$ cat config.mk
export PLATFORM = sky130hd
export DESIGN_NAME = gate_dir_detect
export DESIGN_NICKNAME = d
export VERILOG_FILES = /design/src/rtl/gate_dir_pkg.sv /design/src/rtl/gate_sync.sv /design/src/rtl/gate_seq_fsm.sv /design/src/rtl/gate_dir_detect.sv
export SDC_FILE = /design/constraint.sdc
export NUM_CORES = 1
export LEC_CHECK = 0
export BUFFER_PORTS_ARGS = -buffer_cell sky130_fd_sc_hd__buf_2
export CAP_MARGIN = 20
export CORE_AREA = 10 10 47 49
export DETAILED_ROUTE_END_ITERATION = 12
export DIE_AREA = 0 0 57 59
export SYNTH_ARGS = -nofsm -noshare
export SYNTH_HDL_FRONTEND = slang
export SYNTH_SLANG_ARGS = --single-unit
$ cat constraint.sdc
create_clock -name clk -period 3 [get_ports clk]
set_clock_uncertainty 0.05 [all_clocks]
set_input_delay 0.6 -clock clk [delete_from_list [all_inputs] [get_ports clk]]
set_output_delay 0.6 -clock clk [all_outputs]
set_load 0.01 [all_outputs]
$ cat src/rtl/gate_dir_pkg.sv
package gate_dir_pkg;
  // Sensor pair encoding: bit 1 = outer beam, bit 0 = inner beam
  localparam logic [1:0] PAT_CLEAR = 2'b00;
  localparam logic [1:0] PAT_INNER = 2'b01;
  localparam logic [1:0] PAT_OUTER = 2'b10;
  localparam logic [1:0] PAT_BOTH  = 2'b11;

  typedef enum logic [2:0] {
    ST_IDLE,
    ST_IN1,    // outer only, heading in
    ST_IN2,    // both, heading in
    ST_IN3,    // inner only, heading in
    ST_OUT1,   // inner only, heading out
    ST_OUT2,   // both, heading out
    ST_OUT3,   // outer only, heading out
    ST_HOLD    // illegal step seen, wait for all clear
  } gate_state_e;
endpackage

$ cat src/rtl/gate_sync.sv
module gate_sync #(
  parameter int WIDTH  = 2,
  parameter int STAGES = 2
) (
  input  logic             clk,
  input  logic             rst_n,
  input  logic [WIDTH-1:0] d,
  output logic [WIDTH-1:0] q
);
  logic [STAGES-1:0][WIDTH-1:0] chain_q;

  always_ff @(posedge clk or negedge rst_n) begin
    if (!rst_n) begin
      chain_q <= '0;
    end else begin
      chain_q[0] <= d;
      for (int i = 1; i < STAGES; i++) begin
        chain_q[i] <= chain_q[i-1];
      end
    end
  end

  assign q = chain_q[STAGES-1];
endmodule

$ cat src/rtl/gate_seq_fsm.sv
module gate_seq_fsm
  import gate_dir_pkg::*;
(
  input  logic       clk,
  input  logic       rst_n,
  input  logic [1:0] beams,
  output logic       enter_o,
  output logic       exit_o
);
  gate_state_e state_q, state_d;
  logic        enter_d, exit_d;

  // Advance one legal step, hold on a repeat, otherwise park in ST_HOLD
  function automatic gate_state_e step(input gate_state_e cur, input logic [1:0] here,
                                       input logic [1:0] nxt, input gate_state_e nxt_st,
                                       input logic [1:0] smp);
    if (smp == here)     return cur;
    else if (smp == nxt) return nxt_st;
    else                 return ST_HOLD;
  endfunction

  always_comb begin
    state_d = state_q;
    enter_d = 1'b0;
    exit_d  = 1'b0;
    unique case (state_q)
      ST_IDLE: begin
        unique case (beams)
          PAT_CLEAR: state_d = ST_IDLE;
          PAT_OUTER: state_d = ST_IN1;
          PAT_INNER: state_d = ST_OUT1;
          default:   state_d = ST_HOLD;
        endcase
      end
      ST_IN1:  state_d = step(state_q, PAT_OUTER, PAT_BOTH,  ST_IN2,  beams);
      ST_IN2:  state_d = step(state_q, PAT_BOTH,  PAT_INNER, ST_IN3,  beams);
      ST_IN3: begin
        state_d = step(state_q, PAT_INNER, PAT_CLEAR, ST_IDLE, beams);
        enter_d = (beams == PAT_CLEAR);
      end
      ST_OUT1: state_d = step(state_q, PAT_INNER, PAT_BOTH,  ST_OUT2, beams);
      ST_OUT2: state_d = step(state_q, PAT_BOTH,  PAT_OUTER, ST_OUT3, beams);
      ST_OUT3: begin
        state_d = step(state_q, PAT_OUTER, PAT_CLEAR, ST_IDLE, beams);
        exit_d  = (beams == PAT_CLEAR);
      end
      ST_HOLD: state_d = (beams == PAT_CLEAR) ? ST_IDLE : ST_HOLD;
      default: state_d = ST_IDLE;
    endcase
  end

  always_ff @(posedge clk or negedge rst_n) begin
    if (!rst_n) begin
      state_q <= ST_IDLE;
      enter_o <= 1'b0;
      exit_o  <= 1'b0;
    end else begin
      state_q <= state_d;
      enter_o <= enter_d;
      exit_o  <= exit_d;
    end
  end


  never_both_chk: assert property (@(posedge clk) disable iff (!rst_n)
    !(enter_o && exit_o));

  enter_single_chk: assert property (@(posedge clk) disable iff (!rst_n)
    enter_o |=> !enter_o);

  exit_single_chk: assert property (@(posedge clk) disable iff (!rst_n)
    exit_o |=> !exit_o);

  hold_sticky_chk: assert property (@(posedge clk) disable iff (!rst_n)
    (state_q == ST_HOLD && beams != PAT_CLEAR) |=> (state_q == ST_HOLD && !enter_o && !exit_o));

  enter_idle_chk: assert property (@(posedge clk) disable iff (!rst_n)
    enter_o |-> state_q == ST_IDLE);

  exit_idle_chk: assert property (@(posedge clk) disable iff (!rst_n)
    exit_o |-> state_q == ST_IDLE);
endmodule

$ cat src/rtl/gate_dir_detect.sv
module gate_dir_detect #(
  parameter int SYNC_STAGES = 2
) (
  input  logic clk,
  input  logic rst_n,
  input  logic outer_blk,
  input  logic inner_blk,
  output logic enter_pulse,
  output logic exit_pulse
);
  localparam int BEAM_W = 2;

  logic [BEAM_W-1:0] beams_sync;

  gate_sync #(.WIDTH(BEAM_W), .STAGES(SYNC_STAGES)) u_sync (
    .clk   (clk),
    .rst_n (rst_n),
    .d     ({outer_blk, inner_blk}),
    .q     (beams_sync)
  );

  gate_seq_fsm u_fsm (
    .clk     (clk),
    .rst_n   (rst_n),
    .beams   (beams_sync),
    .enter_o (enter_pulse),
    .exit_o  (exit_pulse)
  );
endmodule

# Word level (Yosys, flattened, before mapping)
# Cells that the tools add are included.
[totals] ram_bits=0 output_inout_bits=2 register_bits=9 latch_bits=0 elab_cells=39 n_memories=0 rom_bits=0
[classes] n_eq_ne=16 shifts=0 bitwise=0 add_sub_neg=0 n_div=0 reduce_logical=3 order_cmp=0 n_mul=0 mux=15
[op_table] cell="3-bit 2-to-1 mux" count=9
[op_table] cell="3-bit one-hot mux with 8 select lines" count=1
[op_table] cell="3-bit == test (second input constant)" count=4
[op_table] cell="2-bit != test (second input constant)" count=6
[op_table] cell="3-bit one-hot mux with 3 select lines" count=1
[op_table] cell="3-bit by 2-bit == test with 1-bit output (second input constant)" count=2
[op_table] cell="6-bit AND reduction" count=1
[op_table] cell="2-bit == test (second input constant)" count=2
[op_table] cell="3-bit by 1-bit == test with 1-bit output (second input constant)" count=1
[op_table] cell="3-bit zero test" count=1
[op_table] cell="1-bit 2-to-1 mux" count=3
[op_table] cell="2-bit by 1-bit == test with 1-bit output (second input constant)" count=1
[op_table] cell="2-bit zero test" count=1
[op_table] cell="2-bit 2-to-1 mux" count=1

# Depth between registers and ports, before layout
# Gate-level depths: netlist of the first run.
[depth] word_depth=4 ltp_mapped=4 mapped_depth_nobuf=3

# By module
# From an unflattened synthesis of the first run, not the netlist that was laid out.
[unflattened] cells_unflattened=39 area_unflattened_um2=437.9
[by_module_without_submodules] mod="gate_seq_fsm" n_inst=1 cells_per_inst=33 area_each_um2=322.8 seq_area_each_um2=125.1
[by_module_without_submodules] mod="gate_sync" n_inst=1 cells_per_inst=6 area_each_um2=115.1 seq_area_each_um2=100.1

# Worst setup path after synthesis of the first run
# No wires, ideal clock.
[synth_timing] path_kind="register -> register" from="register u_fsm.state_q[1]" to="register u_fsm.state_q[0]" period_less_slack_ns=1.126 n_path_buf=0 required_ns=2.816 path_slack_ns=1.874 arrival_time_ns=0.942 setup_time_ns=0.134 stages_incl_launch_ff=4 cell_sequence="dfrtp_1 > or3_1 > a31oi_1 > a311oi_1"
[synth_between] elab_chain_cells=3 elab_cells_between_ends=16
[synth_rtl] element="start: declaration" line_no="gate_seq_fsm.sv:10" source="gate_state_e state_q, state_d;"
[synth_rtl] element="start signal: assignment" line_no="gate_seq_fsm.sv:58" source="state_q <= state_d;"
[synth_rtl] element="3-bit == test, or another cell as far along"
[synth_rtl] element="2-bit != test (no source line)"
[synth_rtl] element="6-bit AND reduction (no source line)"
# Parallel ways exist; a longest one is shown, timed or not.
# A chain may end at the register's enable or synchronous reset.

# Worst setup path after layout of the first run
[layout_timing] from="register u_fsm.enter_o" to="output port enter_pulse"
[layout_rtl] element="start: declaration" line_no="gate_seq_fsm.sv:7" source="output logic enter_o,"
[layout_rtl] element="start signal: assignment" line_no="gate_seq_fsm.sv:59" source="enter_o <= enter_d;"
[layout_rtl] element="end: declaration" line_no="gate_dir_detect.sv:8" source="output logic enter_pulse,"
# No word-level cell between the ends.

==> impl_metrics.toml, run 1 <==
[finish]
antennaDiodeCount = 0
fin_util = 0.332
drive_above_1_share = 0.186
nets = 48
area_growth_pct = 9.41

[synth]
avgSynthCellArea_sq_um = 10.9
syn_inst = 39
synth_edf_count = 0
ys_ff_latch = 9
ys_seq_area_frac = 0.529
synthArstFlopShare = 1.00
syn_nets = 43
ys_types = 22
synth_warnings = 0
netlist_area_sq_um = 425
synth_ff_type = "dfrtp_1"

[setup_path]
cp_slowest_cell = "dfrtp_1"
path_max_fanout = 1
worstPathArrival_ps = 750
start_kind = "flop"
end_kind = "primary output"
critPathBufInv = 1
crit_family = "flip-flops"
critical_path_class = "flop to primary output"
crit_required_ps = 2350
slowest_delay_ps = 360
crit_chain = "buf_2"

[timing]
layout_min_cycle_time_ps = 1400
fmax_ghz = 0.714
hold_violations = 0
setup_tns_ps = 0
slew_headroom = 0.738
setup_viol = 0
worst_pin_slew_ps = 393
period_share = 0.467
drv_slew = 0
rsz0062_at_grt = "no"

[status]
outcome = "finished, final reports clean"

[power_and_ir_drop]
power.share.switching = 0.348
p_comb_frac = 0.244
power.switching_uw = 137
power.density_mw_per_mm2 = 846
p_int_uw = 257
pwr-share-seq = 0.523
clockPowerShare = 0.233
peakVddDrop_uv = 301
p_leak_nw = 0.202

[route]
wl_per_cell_um = 12.1
ant_nets = 0
drt_wl_total_um = 714
drc_errors = 0
via_count = 288
first_iter_violations = 9
firstDrtPassIters = 4
vias_per_cell = 4.88

[global_routing]
grt_start_max_net_pins = 15
antenna_found_initial = 0
grt_overflow = 0
grt_first_pass_wirelength_um = 1190
first_global_vias = 274
grtUsageTotal = 0.0461

[cts]
cts_buffer_depth = 2
ctsHoldBuffers = 0
cts_setup_buffers = 0
worstSkewPairLatency_ps = 250
ctsHtreeMaxLevel = 1
path_clk_slew_ps = 60
cts.sinks = 9
clockRootBuffer = "clkbuf_4"
cts_tree = "yes"
numCtsBuffers = 3
ctsResizeCount = 0

[floorplanning]
die_w_um = 57
die_area_sq_mm = 0.00336
initial_core_util = 0.304
coreArea_sq_mm = 0.00140
ios = 6
row_count = 14
die-height_um = 59

[worst_hold_path]
hold_class = "input port to async pin"

[job]
drv_cap = 0

[placed_design]
dp_hpwl_um = 463
gp_congestion = 0.627
io_buffers = 5
## worst paths after layout
| check | startpoint | endpoint | slack (ps) | cells after the start |
|---|---|---|---|---|
| worst max-delay path | u_fsm.enter_o | enter_pulse | 1600 | 1 |
| worst min-delay path | rst_n | u_fsm.enter_o | 140 | 1 |
| worst max register to register | u_fsm.state_q[1] | u_fsm.state_q[0] | 1620 | 3 |
| worst min register to register | u_sync.chain_q[0] | u_sync.q[0] | 300 | 0 |
| max in group asynchronous | rst_n | u_fsm.exit_o | 2590 | 1 |
| min in group clk | u_sync.chain_q[0] | u_sync.q[0] | 300 | 0 |
## power by group through the flow
stage	combinational (mW)	sequential [mW]	clock, mW
floorplan	0.141	0.161	0
global placement	0.0966	0.206	0
detailed placement	0.0969	0.207	0
CTS	0.0976	0.204	0.0974
global route	0.109	0.215	0.106
finish	0.0961	0.206	0.0916
## cells in the mapped netlist, drive strengths merged (2+ instances only)
cell,count,share of area
a21oi,2,0.024
nand4b,2,0.041
dfrtp,9,0.53
buf,5,0.074
inv,2,0.018
a311oi,2,0.041
nor4,2,0.029
nand2,2,0.018
## placed cells by master (no fill, tap or decap), drive strengths merged
master	instances
xnor2	1
o221ai	1
nor2b	1
or3	1
o32a	1
nand3b	1
or2b	1
nor2	1
dfrtp	9
a21oi	2
mux2i	1
a31oi	1
a22oi	1
o21ai	1
nand2	2
nand4b	2
a311oi	2
inv	2
clkbuf	4
xor2	1
buf	5
nor4	2
## flip-flops by register name, indices dropped and copies added, names as in the netlist
signal / cells
u_fsm.state_q: 3
u_sync.q: 2
u_fsm.exit_o: 1
u_sync.chain_q: 2
u_fsm.enter_o: 1
## per-stage QoR
step                      power (mW)  setup slack (ps)  area (sq um)  hold WS, ps  std cells
after global placement         0.302              1650           439          283         55
after floorplan                0.302              1870           425          254         39
after CTS                      0.399              1580           465          131         59
after detailed placement       0.304              1630           439          290         55
after global routing           0.430              1540           465          121         59
final                          0.394              1600           465          136         59
## logic make-up (layout without fill, tap and decap cells)
| kind of cell | count (synthesis) | after routing | synth area share |
|---|---|---|---|
| XOR/XNOR | 2 | 2 | 0.0412 |
| AND/OR/NAND/NOR | 11 | 11 | 0.162 |
| buffers and inverters | 7 | 11 | 0.0912 |
| multiplexers | 1 | 1 | 0.0235 |
| AO/OA/AOI/OAI | 9 | 9 | 0.153 |
| flip-flops | 9 | 9 | 0.529 |
## per-layer routing
layer  GRT usage  part of all wire
met3      0.0322             0.088
met2      0.0574              0.39
met5           0                 0
met4      0.0403                 0
met1      0.0507              0.52
## area by class of cell
| type | count | area (sq um) |
|---|---|---|
| Multi-Input combinational cell | 23 | 161 |
| Sequential cell | 9 | 225 |
| Timing Repair Buffer | 5 | 25.0 |
| Inverter | 2 | 7.51 |
| Tap cell | 16 | 20.0 |
| Fill cell | 159 | 936 |
| Clock buffer | 4 | 26.3 |
(Power assumes the default switching activity.)
==> run 2: changes to the inputs <==
--- a/config.mk
+++ b/config.mk
@@ -5,11 +5,12 @@
 export SDC_FILE = /design/constraint.sdc
 export NUM_CORES = 1
 export LEC_CHECK = 0
+export ABC_AREA = 1
 export BUFFER_PORTS_ARGS = -buffer_cell sky130_fd_sc_hd__buf_2
 export CAP_MARGIN = 20
-export CORE_AREA = 10 10 47 49
+export CORE_MARGIN = 10
+export CORE_UTILIZATION = 40
 export DETAILED_ROUTE_END_ITERATION = 12
-export DIE_AREA = 0 0 57 59
 export SYNTH_ARGS = -nofsm -noshare
 export SYNTH_HDL_FRONTEND = slang
 export SYNTH_SLANG_ARGS = --single-unit
==> constraint.sdc (replaced) <==
create_clock -name clk -period 1.3 [get_ports clk]
set_clock_uncertainty 0.05 [all_clocks]
set_input_delay 0.26 -clock clk [delete_from_list [all_inputs] [get_ports clk]]
set_output_delay 0.26 -clock clk [all_outputs]
set_load 0.01 [all_outputs]
==> impl_metrics.toml, run 2 <==
[global_routing]
first_global_vias = 392
grt_overflow = 0
antenna_found_initial = 0
grtUsageTotal = 0.0624
grt_first_pass_wirelength_um = 1590
grt_start_max_net_pins = 10

[floorplanning]
die_w_um = 56.5
die_area_sq_mm = 0.00319
row_count = 13
coreArea_sq_mm = 0.00128
die-height_um = 56.5
ios = 6
initial_core_util = 0.414

[placed_design]
dp_hpwl_um = 809
gp_congestion = 0.892
io_buffers = 5
dp.cells = 90

[synth]
synth_warnings = 0
netlist_area_sq_um = 532
synth_area_leader_cell = "dfrtp_1"
avgSynthCellArea_sq_um = 7.60
synth_top_area_share = 0.424
synthArstFlopShare = 1.00
synth_commonest_cells = "18 x nand2_1, 9 x dfrtp_1, 9 x nor2_1, 7 x nand3_1"
ys_types = 16
syn_inst = 70
synth_edf_count = 0
synth.most_common_cell = "nand2_1"
synth_area_leaders = "dfrtp_1 42%, nand2_1 13%, nand3_1 6.6%"
syn_nets = 74
ys_ff_latch = 9
ys_seq_area_frac = 0.424
synth_ff_type = "dfrtp_1"

[setup_path]
worstReg2RegStart = "u_fsm.state_q[1]"
rrSetupSlack_ps = 40
crit_required_ps = 1380
start_kind = "flop"
cp_slowest_cell = "dfrtp_2"
rr_endpoint = "u_fsm.state_q[2]"
crit_end = "u_fsm.state_q[2]"
crit_chain = "inv_4 -> nand3_4 -> nand2_4 -> nand2_4 -> nand2_2 -> nor2_2 -> nand3_1 -> nand2_1"
end_kind = "flop"
critical_path.most_common_cell = "nand2_4"
cp-startpoint = "u_fsm.state_q[1]"
path_max_fanout = 6
worstPathArrival_ps = 1350
slowest_delay_ps = 480
critical_path_class = "flop to flop"
rr_worst_depth = 8

[power_and_ir_drop]
power.density_mw_per_mm2 = 2240
peakVddDrop_uv = 1300
p_leak_nw = 0.362

[finish]
nFillCells = 120
multi_input_area_sq_um = 303
drive_above_1_share = 0.427
final_cell_mix = "17 x nand2_1, 7 x nor2_1, 6 x dfrtp_1"
fin_util = 0.527
ff_latch_area_sq_um = 229
final_common_cell = "nand2_1"
max_flop_register = "u_fsm.state_q"
area_growth_pct = 27.3
largest_reg_flops = 3
antennaDiodeCount = 0
layoutNonFillerInstCount = 97
nets = 87

[route]
ant_nets = 0
first_iter_violations = 11
vias_per_cell = 4.69
firstDrtPassIters = 4
wl_per_cell_um = 10.8
drt_wl_total_um = 1050
drc_errors = 0
via_count = 455

[timing]
rsz0062_at_grt = "yes"
slew_headroom = 0.863
worst_pin_slew_ps = 204
setup_viol = 0
hold_violations = 0
period_share = 0.971
fmax_ghz = 0.792
drv_slew = 0
layout_min_cycle_time_ps = 1260

[status]
outcome = "finished, final reports clean"

[cts]
cts_buffer_depth = 2
cts.sinks = 9
clockRootBuffer = "clkbuf_4"
path_clk_slew_ps = 50
cts_tree = "yes"
numCtsBuffers = 3
ctsHtreeMaxLevel = 1
worstSkewPairLatency_ps = 250

[worst_hold_path]
hold_class = "input port to flop"
hold_start = "inner_blk"

[job]
drv_cap = 0
run 2: cell types whose count changed in the layout (fill, tap and decap cells not counted), sizes merged, moves of 2 or more:
| cell | change |
|---|---|
| nand2 | +22 |
| nand3 | +10 |
| nor2 | +10 |
| inv | +8 |
| buf | +3 |
| a311oi | -2 |
| nand4b | -2 |
| nor4 | -2 |
| o21ai | +2 |
run 2: logic make-up after synthesis:
logic type             share of synthesized area
flip-flops                                 0.424
buffers and inverters                     0.0918
AND/OR/NAND/NOR                            0.447
AO/OA/AOI/OAI                             0.0376
run 2: cell type report:
class                   count  share of cell area
clock buffers               4              0.0388
inverters                  10              0.0628
multi-input cells          50               0.447
flip-flops and latches      9               0.338
well taps                  15              0.0277
repair buffers              9              0.0850
run 2: per-layer routing:
metal  track usage  up-vias  part of all wire  wire (um)
li1              -      242                 -          -
met1        0.0704      203              0.48        505
met2        0.0925       10              0.48        499
met3        0.0337        0             0.040         42
met4        0.0309        0                 0          0
met5             0        -                 0          0
run 2: worst min path at each step:
stage                                   end  slack, ps  depth (start not counted)
after detailed placement  u_sync.chain_q[1]         60                          1
final                     u_sync.chain_q[0]         70                          1
after CTS                 u_sync.chain_q[1]         60                          1
after floorplan               u_fsm.enter_o        -90                          0
after global placement    u_sync.chain_q[1]         60                          1
after global routing      u_sync.chain_q[1]         40                          1
run 2: what timing repair did:
action | 4_1_cts | 5_1_grt
hold endpoints to repair | 9 | 0
setup endpoints to repair | 0 | 3
resized for setup | 0 | 14
hold buffers | 1 | 0
setup buffers | 0 | 2
run 2: critical path, delay by kind of cell (launching register included):
family                 cells  cell delay, ps
buffers and inverters      1             110
and+or+nand+nor            7             500
DFF                        1             480
run 2: power by group:
part | total (mW) | internal [mW] | switching (mW)
clock | 0.195 | 0.117 | 0.0780
sequential | 0.498 | 0.357 | 0.141
combinational | 0.822 | 0.334 | 0.488
run 2: metrics by stage:
step	hold slack, ps	setup TNS, ps	total power [mW]	cell area (sq um)	setup WS (ps)
finish	69.3	0	1.52	677	38.1
global route	43.1	-104	1.66	677	-37.0
CTS	57.8	0	1.32	608	20.7
detailed placement	63.2	0	1.12	572	29.0
global placement	63.5	-2.85	1.11	572	-2.85
floorplan	-85.6	0	0.996	532	140
